### config.mk
export PLATFORM = sky130hd
export DESIGN_NAME = irq_vector_ctrl
export DESIGN_NICKNAME = d
export VERILOG_FILES = /design/src/rtl/irq_vector_ctrl.sv
export SDC_FILE = /design/constraint.sdc
export NUM_CORES = 1
export LEC_CHECK = 0
export ABC_AREA = 0
export BUFFER_PORTS_ARGS = -buffer_cell sky130_fd_sc_hd__buf_2
export CORE_MARGIN = 4
export CORE_UTILIZATION = 43
export DETAILED_ROUTE_END_ITERATION = 8
export PLACE_DENSITY = 0.73
export REMOVE_ABC_BUFFERS = 1
export SLEW_MARGIN = 10
export SYNTH_ARGS = -nofsm -noshare
export SYNTH_HDL_FRONTEND = slang
export SYNTH_SLANG_ARGS = --single-unit
### constraint.sdc
create_clock -name clk -period 1.62 [get_ports clk]
set_clock_uncertainty 0.1 [all_clocks]
set_input_delay 0.243 -clock clk [delete_from_list [all_inputs] [get_ports clk]]
set_output_delay 0.243 -clock clk [all_outputs]
set_load 0.05 [all_outputs]
### src/rtl/irq_vector_ctrl.sv
module irq_vector_ctrl #(
  parameter int ADDR_W   = 4,
  parameter int PAGE_W   = 4,
  parameter int VEC_PAGE = 1
) (
  input  logic              clk,
  input  logic              rst_n,
  input  logic [4:0]        evt_pulse,
  input  logic              vdrop_lvl,
  input  logic              gie_set,
  input  logic              gie_clr,
  input  logic              cfg_wr_lo,
  input  logic              cfg_wr_hi,
  input  logic [3:0]        cfg_wdata,
  input  logic              skip_req,
  input  logic [2:0]        skip_idx,
  input  logic              irq_ack,
  output logic              irq_req,
  output logic [PAGE_W-1:0] vec_page,
  output logic [ADDR_W-1:0] vec_addr,
  output logic              skip_take
);
  localparam int NSRC = 6;
  localparam int SEL_W = $clog2(NSRC);

  logic [NSRC-1:0]  flag_q, en_q, set_v, clr_v, ready_v, skip_oh, skip_hit, ack_oh;
  logic             gie_q, take;
  logic [SEL_W-1:0] sel;

  function automatic logic [ADDR_W-1:0] vec_of(input logic [SEL_W-1:0] i);
    case (i)
      3'd0:    vec_of = ADDR_W'(4'hE);
      default: vec_of = ADDR_W'((i - 3'd1) * 2);
    endcase
  endfunction

  assign set_v   = {evt_pulse, vdrop_lvl};
  assign ready_v = flag_q & en_q;
  assign irq_req = gie_q & (|ready_v);
  assign take    = irq_ack & irq_req;

  always_comb begin
    sel = '0;
    for (int i = NSRC - 1; i >= 0; i--)
      if (ready_v[i]) sel = SEL_W'(i);
  end

  assign vec_page = PAGE_W'(VEC_PAGE);
  assign vec_addr = vec_of(sel);

  assign skip_oh   = skip_req ? (NSRC'(1) << skip_idx) : '0;
  assign skip_hit  = skip_oh & flag_q & ~en_q;
  assign skip_take = |skip_hit;
  assign ack_oh    = take ? (NSRC'(1) << sel) : '0;
  assign clr_v     = skip_hit | ack_oh;

  for (genvar g = 0; g < NSRC; g++) begin : g_flag
    always_ff @(posedge clk)
      if (!rst_n) flag_q[g] <= 1'b0;
      else        flag_q[g] <= set_v[g] | (flag_q[g] & ~clr_v[g]);
  end

  always_ff @(posedge clk) begin
    if (!rst_n) begin
      gie_q <= 1'b0;
      en_q  <= '0;
    end else begin
      if (gie_clr || take) gie_q <= 1'b0;
      else if (gie_set)    gie_q <= 1'b1;
      if (cfg_wr_lo) en_q[4:1] <= cfg_wdata;
      if (cfg_wr_hi) begin
        en_q[5] <= cfg_wdata[0];
        en_q[0] <= cfg_wdata[3];
      end
    end
  end
endmodule


==> flow_metrics.py <==
metrics = {
    "sta": {
        "max_freq_mhz": 438.5,
        "layout_setup_ws_ps": -660.7,
        "rsz0062_at_grt": "yes",
        "fin_crit_sh_pct": 140.8,
        "period_minus_slack_ps": 2281,
        "hold_ws_ps": 40.76,
        "fin_tns_setup_ps": -4038,
        "hold_viol": 0,
        "setup_viol": 11,
        "final_max_slew_viol_count": 0,
    },
    "grt": {
        "grt_pass1_vias": 1068,
        "grt_max_degree": 14,
        "grt_pass1_wl_mm": 4.947,
        "grt_antenna_before_repair": 0,
        "grt.total_usage_pct": 25.83,
        "grt_overflow": 0,
    },
    "run_status": {
        "violations": "setup timing",
        "status": "finished, violations left",
    },
    "logic_synthesis": {
        "post-synth-top-count-cell": "dfxtp_1",
        "ys_types": 30,
        "synth-main-ff-cell": "dfxtp_1",
        "synth_area_sq_um": 853.3,
        "synth.avg_cell_area_sq_um": 8.889,
        "synth_top_area_share_pct": 30.50,
        "yosys_warnings": 0,
        "yosys.area.top_type": "dfxtp_1",
        "ys_async_sr_fraction_pct": 0,
        "synthTopCellsByCount": "dfxtp_1 (13), inv_1 (10), nand2_1 (7)",
        "synth_edf_count": 0,
        "synth_cells": 96,
        "synthTopCellsByArea": "dfxtp_1 (30%), ha_1 (8.8%), mux2i_1 (7.0%)",
        "ys_ff_latch": 13,
        "yosysSeqAreaShare_pct": 30.50,
    },
    "detailed_routing": {
        "totalWireLength_mm": 3.525,
        "wl_per_cell_um": 19.37,
        "drc": 0,
        "drtAntennaViolNets": 0,
        "num_vias": 1041,
        "viasPerCell": 5.720,
        "drt_iter0_drc": 21,
        "first_pass_iters": 4,
    },
    "setup_path": {
        "worstSetupPathType": "flip-flop to output pin",
        "path_delay_family": "compound AO/OA/AOI/OAI gates",
        "crit_buf_inv": 2,
        "path_cells": "nand2_2 -> a32o_1 -> a22oi_2 -> a21o_1 -> ha_2 -> ha_4 -> inv_2 -> buf_8",
        "crit_start": "en_q[4]$_SDFFE_PN0P_",
        "r2r_slack_ps": -540,
        "cp_num_cells": 8,
        "critPathSlowestCell": "dfxtp_2",
        "worstPathArrival_ps": 1940,
        "max_stage_delay_ps": 350,
        "r2r_start": "en_q[4]$_SDFFE_PN0P_",
        "rr_worst_depth": 11,
        "start_kind": "flip-flop",
        "crit_path_end": "vec_addr[3]",
        "cp.required_ps": 1280,
        "r2r_end": "flag_q[4]$_SDFF_PN0_",
        "cp_max_fo": 2,
        "cp-end-kind": "output pin",
    },
    "placement": {
        "portBuffers": 25,
        "gp_congestion": 0.8509,
        "place_area_sq_mm": 0.001141,
        "pre_cts_slack_ps": -452.5,
        "dp_hpwl_mm": 1.887,
    },
    "finish": {
        "syn_to_final_growth_pct": 78.59,
        "drive_above_1_share_pct": 66.88,
        "fin_area_sq_mm": 0.001524,
        "fillCellCount": 104,
        "nets": 185,
        "diodes": 0,
    },
    "clock_tree": {
        "cts_root_buf": "clkbuf_4",
        "ctsHoldBuffers": 0,
        "htreeDepth": 1,
        "clk_pin_slew_ps": 90,
        "clk_latency_ps": 300,
        "cts_tree": "yes",
        "numCtsBuffers": 3,
        "cts_buffer_depth": 2,
        "cts.sinks": 13,
    },
    "power_and_ir_drop": {
        "leakage_nw": 0.6885,
        "p_total_w": 0.001006,
        "powerDensity_mw_per_mm2": 660.3,
        "ir_drop_mv": 0.6194,
    },
    "min_path": {
        "worstHoldPathType": "input pin to flip-flop",
    },
    "floorplan": {
        "fp.dieH_um": 52.55,
        "rows": 15,
        "die_area_sq_mm": 0.002761,
        "io_pins": 31,
        "core-area_sq_mm": 0.001802,
        "fp.dieW_um": 52.55,
        "initial_core_util_pct": 47.36,
    },
    "flow_run": {
        "drv_cap": 0,
    },
}
[sequential cells by signal, indices dropped and copies added (netlist names)]
name,flops
flag_q,6
gie_q,1
en_q,6
[timing repair]
item | CTS | global route
gates resized for setup | 54 | 11
endpoints found under the setup margin | 11 | 11
pin swaps | 14 | 10
setup buffers | 11 | 4
[worst min path at each step]
stage                      start                   end  depth (start not counted)
CTS                 evt_pulse[3]  flag_q[4]$_SDFF_PN0_                          2
finish                 vdrop_lvl  flag_q[0]$_SDFF_PN0_                          2
detailed placement  evt_pulse[3]  flag_q[4]$_SDFF_PN0_                          2
global route        evt_pulse[3]  flag_q[4]$_SDFF_PN0_                          2
global placement    evt_pulse[0]  flag_q[1]$_SDFF_PN0_                          2
floorplan                  rst_n  flag_q[1]$_SDFF_PN0_                          1
[placed cells by master (no fill, tap or decap), types with 3 or more instances in the layout]
master	synthesis	layout
dfxtp_4	0	3
nand2_1	7	6
dfxtp_2	0	7
dfxtp_1	13	3
o21a_1	6	6
clkbuf_4	0	3
a211oi_2	0	3
inv_1	10	8
conb_1	2	5
buf_4	5	28
buf_8	0	3
nor3_2	2	3
ha_2	0	4
a22oi_2	1	4
buf_2	0	19
mux2i_1	6	6
nor4_4	0	3
nor2b_1	6	6
buf_6	0	11
[layout make-up]
| type | instances | area, sq um | area share [%] |
|---|---|---|---|
| multi-input cells | 69 | 673.1 | 44.17 |
| repair buffers | 61 | 474.2 | 31.12 |
| flip-flops and latches | 13 | 280.3 | 18.39 |
| inverters | 10 | 37.54 | 2.463 |
| well taps | 25 | 31.28 | 2.053 |
| clock buffers | 3 | 22.52 | 1.478 |
| clock inverters | 1 | 5.005 | 0.3284 |
[stage by stage]
| step | util, % | cells |
|---|---|---|
| 6_report | 84.58 | 182 |
| 3_5_place_dp | 63.33 | 164 |
| 3_3_place_gp | 63.33 | 164 |
| 5_1_grt | 84.58 | 182 |
| 4_1_cts | 80.63 | 178 |
| 2_1_floorplan | - | 92 |
[metal layers]
layer | vias up | global-route usage, % | wire (um)
met5 | - | 0 | 0
met4 | 0 | 17.87 | 229
met3 | 24 | 6.838 | 233
met2 | 60 | 45.66 | 1815
met1 | 503 | 25.86 | 1248
li1 | 454 | - | -
[cell families after synthesis]
kind of cell | after synthesis | share of synthesized area (%)
DFF | 13 | 30.50
adders and majority gates | 6 | 8.797
other | 2 | 0.8801
muxes | 6 | 7.038
and+or+nand+nor | 28 | 20.97
buffers and inverters | 17 | 9.679
AOI/OAI and AO/OA | 24 | 22.14
[power by group]
group	internal, W	switching [W]
Clock	0.0000925	0.000137
Combinational	0.000194	0.000216
Sequential	0.000342	0.0000248
No activity file was read; power rests on OpenSTA's default activity.
